**src/rtl/irsir_pkg.sv**
```systemverilog
// Package: shared types for the infrared SIR transmit pulse shaper.
// Assumes: nothing beyond IEEE 1800-2017 enums.
package irsir_pkg;

    // Pulse shaping mode; the encoding matches the mode_prop input bit.
    typedef enum logic {
        MODE_FIXED = 1'b0,
        MODE_PROP  = 1'b1
    } irsir_mode_e;

endpackage

```
**src/rtl/irsir_bit_framer.sv**
```systemverilog
// Module: irsir_bit_framer
// Recovers bit boundaries of the UART stream from the 16x baud tick.
// When idle, the first tick that sees the line low opens a bit. Each bit
// spans OVERSAMPLE ticks. At every boundary a low line opens the next bit
// and a high line returns the framer to idle.
// Assumes: the UART changes its line between ticks, on the same tick grid.
module irsir_bit_framer #(
    parameter int OVERSAMPLE = 16
) (
    input  logic clk,
    input  logic rst_n,
    input  logic baud_tick,
    input  logic line_in,
    output logic zero_bit_start
);
    localparam int CNT_W = (OVERSAMPLE > 1) ? $clog2(OVERSAMPLE) : 1;
    localparam logic [CNT_W-1:0] LAST_TICK = CNT_W'(OVERSAMPLE - 1);

    logic             framing_q;
    logic [CNT_W-1:0] tick_cnt_q;
    logic             at_boundary;

    // A new bit may begin when idle or on the last tick of the current bit.
    always_comb begin
        at_boundary    = !framing_q || (tick_cnt_q == LAST_TICK);
        zero_bit_start = baud_tick && !line_in && at_boundary;
    end

    // Track framing state and tick position within the current bit.
    always_ff @(posedge clk) begin
        if (!rst_n) begin
            framing_q  <= 1'b0;
            tick_cnt_q <= '0;
        end else if (baud_tick) begin
            if (at_boundary) begin
                framing_q  <= !line_in;
                tick_cnt_q <= '0;
            end else begin
                tick_cnt_q <= tick_cnt_q + 1'b1;
            end
        end
    end

endmodule

```
**src/rtl/irsir_cfg_hold.sv**
```systemverilog
// Module: irsir_cfg_hold
// Captures the mode bit and divisor when a pulse starts, so that a running
// pulse never sees a setting change. A divisor below DIV_MIN is raised to
// DIV_MIN on capture.
// Assumes: load is a one-cycle strobe issued at the start of a pulse.
module irsir_cfg_hold
    import irsir_pkg::*;
#(
    parameter int DIV_W     = 5,
    parameter int DIV_MIN   = 4,
    parameter int DIV_RESET = 15
) (
    input  logic             clk,
    input  logic             rst_n,
    input  logic             load,
    input  logic             mode_in,
    input  logic [DIV_W-1:0] div_in,
    output irsir_mode_e      mode_q,
    output logic [DIV_W-1:0] div_q
);
    localparam logic [DIV_W-1:0] FLOOR = DIV_W'(DIV_MIN);
    localparam logic [DIV_W-1:0] RST_D = DIV_W'(DIV_RESET);

    logic [DIV_W-1:0] div_clamped;

    // Raise an undersized divisor to the permitted floor.
    always_comb begin
        div_clamped = (div_in < FLOOR) ? FLOOR : div_in;
    end

    // Hold the settings that belong to the pulse now running.
    always_ff @(posedge clk) begin
        if (!rst_n) begin
            mode_q <= MODE_FIXED;
            div_q  <= RST_D;
        end else if (load) begin
            mode_q <= irsir_mode_e'(mode_in);
            div_q  <= div_clamped;
        end
    end

endmodule

```
**src/rtl/irsir_ref_div.sv**
```systemverilog
// Module: irsir_ref_div
// Divides the system clock by the held divisor to make the fixed-mode
// reference strobe. Restarting aligns the reference grid to the start of
// the bit, so the first strobe arrives div cycles after the restart.
// Assumes: div is at least 2 (the capture stage guarantees a floor).
module irsir_ref_div #(
    parameter int DIV_W = 5
) (
    input  logic             clk,
    input  logic             rst_n,
    input  logic             restart,
    input  logic             run,
    input  logic [DIV_W-1:0] div,
    output logic             ref_tick
);
    logic [DIV_W-1:0] phase_q;

    // Strobe on the last phase of each reference period.
    always_comb begin
        ref_tick = run && (phase_q == (div - 1'b1));
    end

    // Advance the phase counter while the pulse needs the reference.
    always_ff @(posedge clk) begin
        if (!rst_n) begin
            phase_q <= '0;
        end else if (restart) begin
            phase_q <= '0;
        end else if (run) begin
            phase_q <= ref_tick ? '0 : phase_q + 1'b1;
        end
    end

endmodule

```
**src/rtl/irsir_pulse_gen.sv**
```systemverilog
// Module: irsir_pulse_gen
// Holds the infrared output high for PULSE_UNITS width units after a start.
// The unit is one baud tick in proportional mode and one reference period
// in fixed mode. A new start while high restarts the count.
// Assumes: mode is stable for the life of a pulse (held upstream).
module irsir_pulse_gen
    import irsir_pkg::*;
#(
    parameter int PULSE_UNITS = 3
) (
    input  logic        clk,
    input  logic        rst_n,
    input  logic        start,
    input  irsir_mode_e mode,
    input  logic        baud_tick,
    input  logic        ref_tick,
    output logic        pulse_on,
    output logic        ref_run
);
    localparam int REM_W = $clog2(PULSE_UNITS + 1);
    localparam logic [REM_W-1:0] FULL = REM_W'(PULSE_UNITS);

    logic [REM_W-1:0] remain_q;
    logic             unit_tick;

    // Pick the width unit according to the held mode.
    always_comb begin
        unit_tick = (mode == MODE_PROP) ? baud_tick : ref_tick;
        ref_run   = pulse_on && (mode == MODE_FIXED);
    end

    // Count width units down and drop the output after the last one.
    always_ff @(posedge clk) begin
        if (!rst_n) begin
            pulse_on <= 1'b0;
            remain_q <= '0;
        end else if (start) begin
            pulse_on <= 1'b1;
            remain_q <= FULL;
        end else if (pulse_on && unit_tick) begin
            remain_q <= remain_q - 1'b1;
            if (remain_q == REM_W'(1)) begin
                pulse_on <= 1'b0;
            end
        end
    end

endmodule

```
**src/rtl/irsir_tx_mod.sv**
```systemverilog
// Module: irsir_tx_mod (top)
// Turns a UART transmit stream into infrared SIR pulses, one per logic-0
// bit. The width is either 3/16 of a bit (proportional) or a fixed number
// of divided-clock periods (fixed).
// Assumes: baud_x16_tick is a single-cycle strobe in the clk domain.
module irsir_tx_mod
    import irsir_pkg::*;
#(
    parameter int OVERSAMPLE  = 16,
    parameter int DIV_W       = 5,
    parameter int DIV_MIN     = 4,
    parameter int DIV_RESET   = 15,
    parameter int PULSE_UNITS = 3
) (
    input  logic             clk,
    input  logic             rst_n,
    input  logic             uart_txd,
    input  logic             baud_x16_tick,
    input  logic             mode_prop,
    input  logic [DIV_W-1:0] ref_div,
    output logic             ir_txd_out
);
    logic             zero_start;
    irsir_mode_e      mode_q;
    logic [DIV_W-1:0] div_q;
    logic             ref_tick;
    logic             ref_run;

    irsir_bit_framer #(
        .OVERSAMPLE(OVERSAMPLE)
    ) u_framer (
        .clk            (clk),
        .rst_n          (rst_n),
        .baud_tick      (baud_x16_tick),
        .line_in        (uart_txd),
        .zero_bit_start (zero_start)
    );

    irsir_cfg_hold #(
        .DIV_W     (DIV_W),
        .DIV_MIN   (DIV_MIN),
        .DIV_RESET (DIV_RESET)
    ) u_cfg (
        .clk     (clk),
        .rst_n   (rst_n),
        .load    (zero_start),
        .mode_in (mode_prop),
        .div_in  (ref_div),
        .mode_q  (mode_q),
        .div_q   (div_q)
    );

    irsir_ref_div #(
        .DIV_W(DIV_W)
    ) u_refdiv (
        .clk      (clk),
        .rst_n    (rst_n),
        .restart  (zero_start),
        .run      (ref_run),
        .div      (div_q),
        .ref_tick (ref_tick)
    );

    irsir_pulse_gen #(
        .PULSE_UNITS(PULSE_UNITS)
    ) u_pulse (
        .clk       (clk),
        .rst_n     (rst_n),
        .start     (zero_start),
        .mode      (mode_q),
        .baud_tick (baud_x16_tick),
        .ref_tick  (ref_tick),
        .pulse_on  (ir_txd_out),
        .ref_run   (ref_run)
    );

endmodule

```
**config.mk**
```make
export PLATFORM = sky130hd
export DESIGN_NAME = irsir_tx_mod
export DESIGN_NICKNAME = d
export VERILOG_FILES = /design/src/rtl/irsir_pkg.sv /design/src/rtl/irsir_bit_framer.sv /design/src/rtl/irsir_cfg_hold.sv /design/src/rtl/irsir_ref_div.sv /design/src/rtl/irsir_pulse_gen.sv /design/src/rtl/irsir_tx_mod.sv
export SDC_FILE = /design/constraint.sdc
export NUM_CORES = 1
export LEC_CHECK = 0
export ABC_AREA = 1
export BUFFER_PORTS_ARGS = -buffer_cell sky130_fd_sc_hd__buf_2
export CELL_PAD_IN_SITES_DETAIL_PLACEMENT = 0
export CELL_PAD_IN_SITES_GLOBAL_PLACEMENT = 1
export CORE_MARGIN = 8
export CORE_UTILIZATION = 43
export CTS_BUF_LIST = sky130_fd_sc_hd__clkbuf_16
export DETAILED_ROUTE_END_ITERATION = 8
export GPL_TIMING_DRIVEN = 0
export HOLD_SLACK_MARGIN = 0.05
export PLACE_DENSITY_LB_ADDON = 0.15
export SYNTH_ARGS = -nofsm -noshare
export SYNTH_HDL_FRONTEND = slang
export SYNTH_SLANG_ARGS = --single-unit
```
**constraint.sdc**
```tcl
create_clock -name clk -period 3.6 [get_ports clk]
set_input_delay 0.18 -clock clk [delete_from_list [all_inputs] [get_ports clk]]
set_output_delay 0.18 -clock clk [all_outputs]
set_load 0.005 [all_outputs]
```
Word-level counts from Yosys, hierarchy flattened. Cells that the tools add are included.

Bits in registers: 19. Latch bits: 0. RAM bits: 0. Bits in read-only memories: 0. Input port bits: 10. Output and inout port bits: 1. Memories kept: 0.

Add/subtract/negate cells: 4. Multipliers: 0. Div/mod/pow operators: 0. Magnitude comparators: 1. Equal/unequal tests: 3. Shifts and indexed selects: 0. Mux-type cells: 9. Bitwise operators: 2. Reduce and logical (&&, ||, !) cells: 13.

Operators by type and width (number): 5-bit two-way mux (2); 5-bit by 1-bit adder with 5-bit output (second input constant) (1); 5-bit equality test (1); 1-bit logical AND (5); 5-bit by 3-bit < comparator with 1-bit output (second input constant) (1); 5-bit by 1-bit subtractor with 5-bit output (second input constant) (1); 4-bit by 1-bit adder with 4-bit output (second input constant) (1); 4-bit equality test (second input constant) (1); 1-bit two-way mux (4); 2-bit two-way mux (2); 4-bit two-way mux (1); 2-bit AND reduction (2); 2-bit nonzero test (2); 2-bit by 1-bit equality test with 1-bit output (second input constant) (1); 1-bit zero test (2); 1-bit NOT (2); 2-bit OR reduction (1); 2-bit by 1-bit subtractor with 2-bit output (second input constant) (1); 1-bit logical OR (1).

Depth between registers and ports, before layout. Gate-level depths: netlist of run 1.

Depth after elaboration: 7. Gate-level depth with buffers: 13. Depth with buffers taken out: 13.

By module. From an unflattened synthesis of run 1, not the netlist that was laid out.

Cell total of the unflattened synthesis: 170. Area, all modules: 1119.8 sq um.

Modules (own cells, without submodules): irsir_ref_div (times used 1, cells an instance 72, area each 407.9 sq um); irsir_bit_framer (times used 1, cells an instance 33, area each 287.8 sq um); irsir_cfg_hold (times used 1, cells an instance 34, area each 234.0 sq um); irsir_pulse_gen (times used 1, cells an instance 31, area each 190.2 sq um).

Least setup slack after synthesis of run 1. Ideal clock, no wire load.

Kind: reg2reg. Start: register u_cfg.div_q[0]. End: register u_pulse.remain_q[0]. Library setup time: 0.117 ns. Arrival: 1.394 ns. Setup slack: 2.088 ns. Stages on the path, launching flop included: 13. Buffers on the path: 0. Period minus slack after synthesis: 1.512 ns. Path through: dfxtp_1 inv_1 ha_1 nand2_1 nand2_1 nor2_1 nand2_1 a21oi_2 nand2_2 nand2_2 a21oi_1 nor2_1 nor2_1.

Word-level cells in the longest chain between the ends: 6.

Ends and longest elaborated chain: start: declaration (RTL line irsir_cfg_hold.sv:19) `output logic [DIV_W-1:0] div_q`; start signal: assignment (RTL line irsir_cfg_hold.sv:38) `div_q <= div_clamped;`; 5-bit by 1-bit subtractor with 5-bit output (RTL line irsir_ref_div.sv:20) `ref_tick = run && (phase_q == (div - 1'b1));`; 5-bit equality test (RTL line irsir_ref_div.sv:20); 1-bit logical AND (RTL line irsir_ref_div.sv:20); 1-bit two-way mux (RTL line irsir_pulse_gen.sv:28) `unit_tick = (mode == MODE_PROP) ? baud_tick : ref_tick;`; 1-bit logical AND (RTL line irsir_pulse_gen.sv:40) `end else if (pulse_on && unit_tick) begin`; 2-bit nonzero test (no source line); end signal: assignment (RTL line irsir_pulse_gen.sv:41) `remain_q <= remain_q - 1'b1;`; end: declaration (RTL line irsir_pulse_gen.sv:23) `logic [REM_W-1:0] remain_q;`.

No other way between the ends. A chain may end at the register's enable or synchronous reset.

Worst setup path in the final report of run 1. Ends and elaborated chain as after synthesis.

==> results of run 1 <==
sequential cells by signal (all words and copies together) (netlist names):
register / flops
u_cfg.mode_q: 1
u_framer.tick_cnt_q: 4
u_pulse.pulse_on: 1
u_refdiv.phase_q: 5
u_pulse.remain_q: 2
u_framer.framing_q: 1
u_cfg.div_q: 5
power by group through the flow:
| stage | Clock (uW) | Sequential (uW) | Combinational, uW |
|---|---|---|---|
| after floorplan | 0 | 231 | 39.0 |
| after detailed placement | 0 | 233 | 54.8 |
| after global routing | 242 | 229 | 64.9 |
| final | 227 | 228 | 55.2 |
| after global placement | 0 | 232 | 53.9 |
| after CTS | 235 | 228 | 55.6 |
path summary, 6_finish.rpt:
path                                        start  slack (ns)                          endpoint  depth (start not counted)
setup reg to reg      u_cfg.div_q[0]$_SDFFE_PN1P_        1.91  u_pulse.remain_q[0]$_SDFFE_PN0P_                         12
hold reg to reg   u_framer.framing_q$_SDFFE_PN0P_        0.47   u_framer.framing_q$_SDFFE_PN0P_                          2
setup / recovery      u_cfg.div_q[0]$_SDFFE_PN1P_        1.91  u_pulse.remain_q[0]$_SDFFE_PN0P_                         12
hold / removal                          mode_prop        0.14         u_cfg.mode_q$_SDFFE_PN0P_                          3
layer usage:
layer | share of wire (%) | vias up | wire, um | global-route usage, %
met5 | 0 | - | 0 | 0
met4 | 0.68 | 0 | 14 | 3.81
met3 | 2.4 | 2 | 49 | 3.09
met2 | 45 | 6 | 919 | 17.6
met1 | 52 | 395 | 1080 | 14.9
li1 | - | 501 | - | -
worst register-to-register path, stage by stage, from the launching register on:
cell and delay, ns:
dfxtp_1 0.38, inv_1 0.09, ha_1 0.31, nand2_1 0.07, nand2_1 0.04, nor2_1 0.08
nand2_1 0.07, a21oi_2 0.11, nand2_2 0.09, nand2_2 0.10, a21oi_1 0.07, nor2_1 0.12
nor2_1 0.05
placed cells by master, fill, tap and decap left out:
cell        count
a21oi_1         6
a21boi_2        1
nor3b_1         1
clkbuf_16       3
dfxtp_1        19
buf_2          10
inv_1          19
nor2_1         21
clkinvlp_4      1
o21ai_0         6
nand2_2         5
nand2_1        35
nor3_1          4
inv_2           3
nor2_2          1
nor2_4          1
ha_1            4
nand3_1        12
o211ai_1        1
a21oi_2         2
a32oi_1         1
a31oi_1         1
xor2_1          4
nand4_1         1
logic make-up (layout without fill, tap and decap cells):
family                     Yosys count  after routing  share of synthesized area (%)
adders and majority gates            4              4                           4.94
AOI/OAI and AO/OA                   18             18                           11.0
buffers and inverters               22             36                           8.16
and+or+nand+nor                     81             81                           34.9
DFF                                 19             19                           37.6
xor gates and xnor gates             4              4                           3.46
stage by stage:
stage	total power, uW	cell area (um^2)	hold slack (ns)	setup slack, ns
floorplan	270	1010	0.279	2.09
global placement	286	1100	0.384	1.95
finish	511	1180	0.137	1.91
detailed placement	287	1100	0.392	1.92
global route	536	1180	0.178	1.68
CTS	518	1180	0.140	1.91
area by class of cell:
class                      count  area, um^2
clock buffer                   3        75.1
fill                         231        1030
tap                           28        35.0
clock inverter                 1        7.51
multi-input combinational    107         549
sequential                    19         380
timing repair buffer          10        50.0
inverter                      22        82.6
==> metrics.txt, run 1 <==
Tmin final 1.69 ns; iteration-0 DRC count of the detailed router 31; crit path buf inv count 1; final WL 2070 um; global-route wire length before repair 3950 um; Max Slew Vio Count 0; maximum vdd drop 0.360 mV; final std cells w/o fill 190; Post-synth EDFFs 0; Nets 177; latest clock arrival within the worst-skew pair 0.25 ns; largest cells by area after synthesis dfxtp_1 38%, nand2_1 13%, nor2_1 7.8%; Leak Pwr 0.000533 uW; dpl hpwl 1650 um; vias 904; Synth top area share 37.6%; status finished, final reports clean; 1st-pass router iterations 4; Worst setup SP type flop; routed len/inst 10.9 um; Reg clk slew, reported paths 0.06 ns; Max Cap Violations 0; Gate Count Post-Synth 148; relative slew slack 76.3%; die width 64.5 um; num ports 11; final antenna diode count 0; layout overhead on the synthesized area 16.6%; share of cells above drive strength 1 16.7%; Synth Flop Type dfxtp_1; Sink Count 19; yosys warns 0; Min-Delay Path Class in -> reg; switching share of power 23.5%; sw power 120 uW; internal power 390 uW; clock network fraction of design power 44.5%; Netlist cell types 21; Vias/cell 4.76; setup total negative slack 0 ns; GRT overflow 0; antenna-violating nets left 0; vias in the first global route 925; placed insts 186; Resized cells post-CTS 0; RD Place Congestion 0.783; CTS HTree Levels 1; CP max-delay cell dfxtp_1; die area 0.00416 mm^2; Final Hold Vio Count 0; combinational power share 10.8%; row cnt 17; Clock Skew 0.00320 ns; post-synthesis sequential area ratio 37.6%; Seq pwr share 44.7%; FFs w/ async S/R, synth 0%; TritonCTS buffer count 3; hold buffer count at cts 0; synthesized area 0.00101 mm^2; Tcrit/Tclk final 46.9%; most frequent cells after synthesis 35 x nand2_1, 21 x nor2_1, 19 x dfxtp_1, 19 x inv_1, 12 x nand3_1; Initial Util 45.8%; Yosys reg bits 19; Clock Path Buffers 2; CP arrival 1.82 ns; Die Ht 64.5 um; leading area contributor after synthesis dfxtp_1; largest net degree at the start of global routing 13; post-synthesis net count 162; WS Path Type reg -> reg; count leader, synth nand2_1; Data required, critical path 3.74 ns; CP top delay family simple AND/OR/NAND/NOR gates; root buffer cell clkbuf_16; PD cells 433 mW/mm^2; Tot GR Track Use 11.4%; core area 0.00221 mm^2; Post CTS Setup Buffer Count 0; IO buf count 10; endpoints failing setup 0; Core Util, Final 53.3%; initial antenna violation count 0; CP cell instances inv_1, ha_1, nand2_1, nand2_1, nor2_1, nand2_1, a21oi_2, nand2_2, nand2_2, a21oi_1, nor2_1, nor2_1; Max Fanout on Critical Path 5; Largest stage delay, worst path 0.38 ns; DRC violations left 0; Avg Cell Area, Syn 6.84 um^2; CTS tree built; Worst-Margin Slew 0.354 ns; fmax 0.592 GHz; RSZ-0062 raised after global routing false; Critical Path End Type flop
No activity file was read; power rests on OpenSTA's default activity.
==> inputs of run 2 (changes only) <==
Settings changed: ABC_AREA 1 to 0, CORE_UTILIZATION 43 to 42.
Clock period 3.6 ns to 1.65 ns, I/O delays scaled along.
==> run 2 against run 1 <==
  * The flow now finishes with violations (setup timing)
  * Sequential cell count stayed put
  * Via count is 4.4% lower
  * Synthesized cell count decreased by 22%
  * Wire length increased by 5.6%
  * Non-clock buffer count increased by 5
  * Largest cell class unchanged
==> metrics.txt, run 2 <==
CP arrival 1.84 ns; routed len/inst 13.6 um; status complete, but fails checks; Nets 147; Synth top area share 39.0%; gr busiest metal met2; leading area contributor after synthesis dfxtp_1; TritonCTS buffer count 3; PD cells 960 mW/mm^2; failing checks setup timing; Die Ht 64.2 um; Max Slew Vio Count 0; most frequent cells after synthesis 19 x dfxtp_1, 16 x nand2_1, 10 x nor2_1, 8 x xor2_1, 7 x nand4_1; Netlist cell types 32; relative slew slack 70.8%; Initial Util 44.1%; fillers 219; WS Path Type reg -> reg; RD Place Congestion 0.761; Gate Count Post-Synth 116; hold buffer count at cts 0; Tmin final 1.71 ns; post-synthesis net count 130; yosys warns 0; internal power 877 uW; Seq pwr share 43.7%; GRT overflow 0; count leader, synth dfxtp_1; vias in the first global route 911; sw power 285 uW; Core Util, Final 54.8%; commonest non-fill, non-tap cell in the layout dfxtp_1; Min-Delay Path Class in -> reg; Post-synth EDFFs 0; num ports 11; IO buf count 9; initial antenna violation count 0; Max Cap Violations 0; root buffer cell clkbuf_16; Tcrit/Tclk final 104%; Clock Skew 0.000800 ns; 1st-pass router iterations 4; CTS tree built; row cnt 17; global-route wire length before repair 3910 um; largest cells by area after synthesis dfxtp_1 39%, xor2_1 7.2%, nand2_1 6.2%; most frequent cells in the layout 17 x dfxtp_1, 16 x nand2_1, 10 x buf_2; Design Power 1160 uW; maximum vdd drop 0.534 mV; FFs w/ async S/R, synth 0%; GRT met2 Usage 19.1%; Data required, critical path 1.78 ns; Final Hold Vio Count 0; placed insts 153; RSZ-0062 raised after global routing true; vias 864; setup slack after layout -0.0590 ns; switching share of power 24.6%; Sink Count 19; latest clock arrival within the worst-skew pair 0.25 ns; Leak Pwr 0.000487 uW; final antenna diode count 0; Clock Path Buffers 2; synthesized area 976 um^2; Max Fanout on Critical Path 5; Worst-Margin Slew 0.438 ns; final std cells w/o fill 160; endpoints failing setup 7; DRC violations left 0; setup total negative slack -0.154 ns; dpl hpwl 1630 um; met1 GRT Util 13.2%; antenna-violating nets left 0; share of cells above drive strength 1 24.2%; combinational power share 13.0%; Worst setup SP type flop; clock network fraction of design power 43.2%; layout overhead on the synthesized area 24.1%; Yosys reg bits 19; Avg Cell Area, Syn 8.41 um^2; Vias/cell 5.40; CTS HTree Levels 1; die area 0.00412 mm^2; Synth Flop Type dfxtp_1; largest net degree at the start of global routing 12; final WL 2180 um; Tot GR Track Use 11.7%; fmax 0.585 GHz; post-synthesis sequential area ratio 39.0%; iteration-0 DRC count of the detailed router 32; Reg clk slew, reported paths 0.05 ns; core area 0.00221 mm^2; die width 64.2 um; GRT met3 Usage 3.48%; Critical Path End Type flop; biggest regs u_cfg.div_q (5), u_refdiv.phase_q (5), u_framer.tick_cnt_q (4)
==> run 2: final timing paths <==
| kind | to | cells past startpoint | slack (ns) | startpoint |
|---|---|---|---|---|
| setup / recovery | u_pulse.remain_q[0]$_SDFFE_PN0P_ | 7 | -0.06 | u_cfg.div_q[0]$_SDFFE_PN1P_ |
| hold / removal | u_cfg.div_q[3]$_SDFFE_PN1P_ | 3 | 0.07 | ref_div[3] |
| setup reg to reg | u_pulse.remain_q[0]$_SDFFE_PN0P_ | 7 | -0.06 | u_cfg.div_q[0]$_SDFFE_PN1P_ |
| hold reg to reg | u_cfg.div_q[4]$_SDFFE_PN0P_ | 2 | 0.47 | u_cfg.div_q[4]$_SDFFE_PN0P_ |
==> run 2: cell type report <==
cell class | count | area (um^2) | area share, %
Buffer | 2 | 8.76 | 0.723
Clock buffer | 3 | 75.1 | 6.20
Clock inverter | 1 | 5.00 | 0.413
Inverter | 5 | 18.8 | 1.55
Multi-Input combinational cell | 89 | 611 | 50.4
Sequential cell | 19 | 383 | 31.6
Tap cell | 28 | 35.0 | 2.89
Timing Repair Buffer | 13 | 75.1 | 6.20
==> run 2: power by group through the flow <==
stage	Sequential (uW)	Clock, uW	Combinational (uW)
finish	508	503	152
global route	512	531	173
CTS	508	512	137
detailed placement	519	0	122
global placement	517	0	119
floorplan	512	0	89.6
==> run 2: kinds of logic (layout without fill, tap and decap cells) <==
kind of cell | count (synthesis) | after routing | share of synthesized area, %
mux | 1 | 1 | 1.03
simple gates | 51 | 51 | 26.2
buf+inv | 8 | 24 | 3.21
xor+xnor | 11 | 11 | 9.87
compound gates | 22 | 22 | 15.6
flops | 19 | 19 | 39.0
fa+ha+maj | 4 | 4 | 5.13
==> run 2: per-layer routing <==
metal	part of all wire [%]	vias to the layer above
li1	-	444
met3	3.6	7
met2	48	14
met1	45	399
met5	0	-
met4	3.0	0
==> run 2: repair_timing <==
item / CTS / global route
pin swaps: 7 / 6
resized for setup: 7 / 5
buffers inserted: 3 / 1
endpoints found under the setup margin: 10 / 9
==> run 2: through the flow <==
stage	hold slack, ns	cell area (um^2)	setup slack (ns)
2_1_floorplan	0.207	977	0.00712
3_3_place_gp	0.322	1060	-0.125
3_5_place_dp	0.327	1060	-0.130
4_1_cts	0.0658	1170	-0.0683
5_1_grt	0.107	1210	-0.174
6_report	0.0680	1210	-0.0590
==> run 2: worst max-delay path, cell delays in order (launching register included) <==
cell and delay (ns):
dfxtp_2 0.33, inv_2 0.05, ha_4 0.25, xor2_1 0.14, nand2_1 0.10, or3_4 0.43
o2111ai_2 0.18, nand4_1 0.11
==> inputs of run 3 (changes only) <==
Settings changed: PLACE_DENSITY set to 0.79, PLACE_DENSITY_LB_ADDON 0.15 to unset.
==> run 3 against run 2 <==
  * The flow still finishes with violations (setup timing)
  * Worst hold slack better by 0.00065 ns
  * Wire length fell by 4.1%
  * Global-route usage is 0.87 points lower
  * Sequential share of layout area grew 0.26 points
  * Via count decreased by 1.4%
  * Sequential cell count unchanged
  * Clock skew about the same
  * Total power fell by 2.2%
  * Largest power group unchanged
  * Register-to-register slack better by 0.02 ns
  * Sequential power is essentially flat
  * Non-clock buffer count is the same
==> metrics.txt, run 3 (synthesis gave the netlist of run 2 again) <==
setup slack after layout -0.0346 ns; Final Hold Vio Count 0; failing checks setup timing; flop-to-flop setup slack -0.03 ns; Worst-Margin Slew 0.415 ns; vias 852; Data required, critical path 1.78 ns; PD cells 947 mW/mm^2; Reg clk slew, reported paths 0.05 ns; CP max-delay cell or3_4; hold buffer count at cts 0; IO buf count 9; Tmin final 1.68 ns; Sink Count 19; GRT overflow 0; largest net degree at the start of global routing 11; final WL 2090 um; initial antenna violation count 0; 1st-pass router iterations 4; routed len/inst 13.1 um; FF-to-FF End u_pulse.remain_q[0]$_SDFFE_PN0P_; Nets 147; Vias/cell 5.33; Max Fanout on Critical Path 5; Worst setup endpoint u_pulse.remain_q[0]$_SDFFE_PN0P_; status complete, but fails checks; RSZ-0062 raised after global routing true; Leak Pwr 0.000488 uW; Critical Path End Type flop; final antenna diode count 0; layout overhead on the synthesized area 23.1%; relative slew slack 72.3%; most frequent cells in the layout 17 x dfxtp_1, 16 x nand2_1, 10 x buf_2; die area 0.00412 mm^2; RD Place Congestion 0.802; CTS tree built; root buffer cell clkbuf_16; Design Power 1140 uW; CTS HTree Levels 1; Tot GR Track Use 10.9%; hold path startpoint mode_prop; commonest non-fill, non-tap cell in the layout dfxtp_1; worst r2r path cells 7; setup total negative slack -0.0384 ns; CP cell instances inv_2, ha_4, xor2_1, nand2_1, or3_4, o2111ai_2, nand4_1; fmax 0.594 GHz; row cnt 17; WS Path Type reg -> reg; biggest regs u_cfg.div_q (5), u_refdiv.phase_q (5), u_framer.tick_cnt_q (4); iteration-0 DRC count of the detailed router 34; num ports 11; reg-to-reg startpoint u_cfg.div_q[0]$_SDFFE_PN1P_; Worst setup SP type flop; fillers 219; core area 0.00221 mm^2; vias in the first global route 820; Largest stage delay, worst path 0.41 ns; Clock Skew 0.00109 ns; Clock Path Buffers 2; maximum vdd drop 0.478 mV; CP arrival 1.81 ns; TritonCTS buffer count 3; crit path launch u_cfg.div_q[0]$_SDFFE_PN1P_; endpoints failing setup 2; die width 64.2 um; dpl hpwl 1530 um; share of cells above drive strength 1 23.5%; Min-Delay Path Class in -> reg; Tcrit/Tclk final 102%; Max Cap Violations 0; Max Slew Vio Count 0; Initial Util 44.1%; antenna-violating nets left 0; DRC violations left 0; latest clock arrival within the worst-skew pair 0.25 ns; Die Ht 64.2 um; global-route wire length before repair 3680 um
run 3: where the power goes:
| part | switching (uW) | total [uW] | internal (uW) |
|---|---|---|---|
| sequential | 24.7 | 508 | 484 |
| combinational | 78.7 | 145 | 66.0 |
| clock | 162 | 484 | 322 |
run 3: stage by stage:
stage	util (%)	hold WS (ns)	setup slack, ns	area [um^2]	instances
final	54.3	0.0687	-0.0346	1200	160
after global placement	47.8	0.318	-0.132	1060	153
after CTS	53.7	0.0706	-0.0339	1190	160
after floorplan	-	0.207	0.00712	977	116
after global routing	54.3	0.0880	-0.125	1200	160
after detailed placement	47.8	0.326	-0.149	1060	153
run 3: critical path: cells and delay by family, from the launching register on:
| kind | cells | cell delay, ns |
|---|---|---|
| AOI/OAI and AO/OA | 1 | 0.20 |
| xor gates and xnor gates | 1 | 0.14 |
| adders and majority gates | 1 | 0.26 |
| buffers and inverters | 1 | 0.05 |
| DFF | 1 | 0.33 |
| and+or+nand+nor | 3 | 0.59 |
run 3: per-layer routing:
layer | GRT usage (%) | share of wire [%] | wire length (um)
met1 | 14.6 | 51 | 1070
met2 | 15.3 | 43 | 897
met3 | 2.61 | 3.2 | 67
met4 | 6.27 | 2.5 | 53
met5 | 0 | 0 | 0
run 3: repair_timing:
action / CTS / global route
setup buffers: 4 / 0
gates resized for setup: 8 / 3
endpoints found under the setup margin: 9 / 9
pin swaps: 6 / 1
run 3: final cells by class:
cell class	instances	area [um^2]	area share [%]
Clock buffer	3	75.1	6.25
Tap cell	28	35.0	2.92
Timing Repair Buffer	13	75.1	6.25
Clock inverter	1	3.75	0.313
Buffer	2	8.76	0.729
Sequential cell	19	383	31.9
Inverter	5	18.8	1.56
Multi-Input combinational cell	89	602	50.1
run 3: worst min-delay path by stage:
stage / endpoint / cells after the start
5_1_grt: u_cfg.mode_q$_SDFFE_PN0P_ / 3
3_5_place_dp: u_cfg.div_q[3]$_SDFFE_PN1P_ / 3
2_1_floorplan: u_cfg.div_q[3]$_SDFFE_PN1P_ / 2
3_3_place_gp: u_cfg.div_q[3]$_SDFFE_PN1P_ / 3
4_1_cts: u_cfg.mode_q$_SDFFE_PN0P_ / 3
6_report: u_cfg.mode_q$_SDFFE_PN0P_ / 3
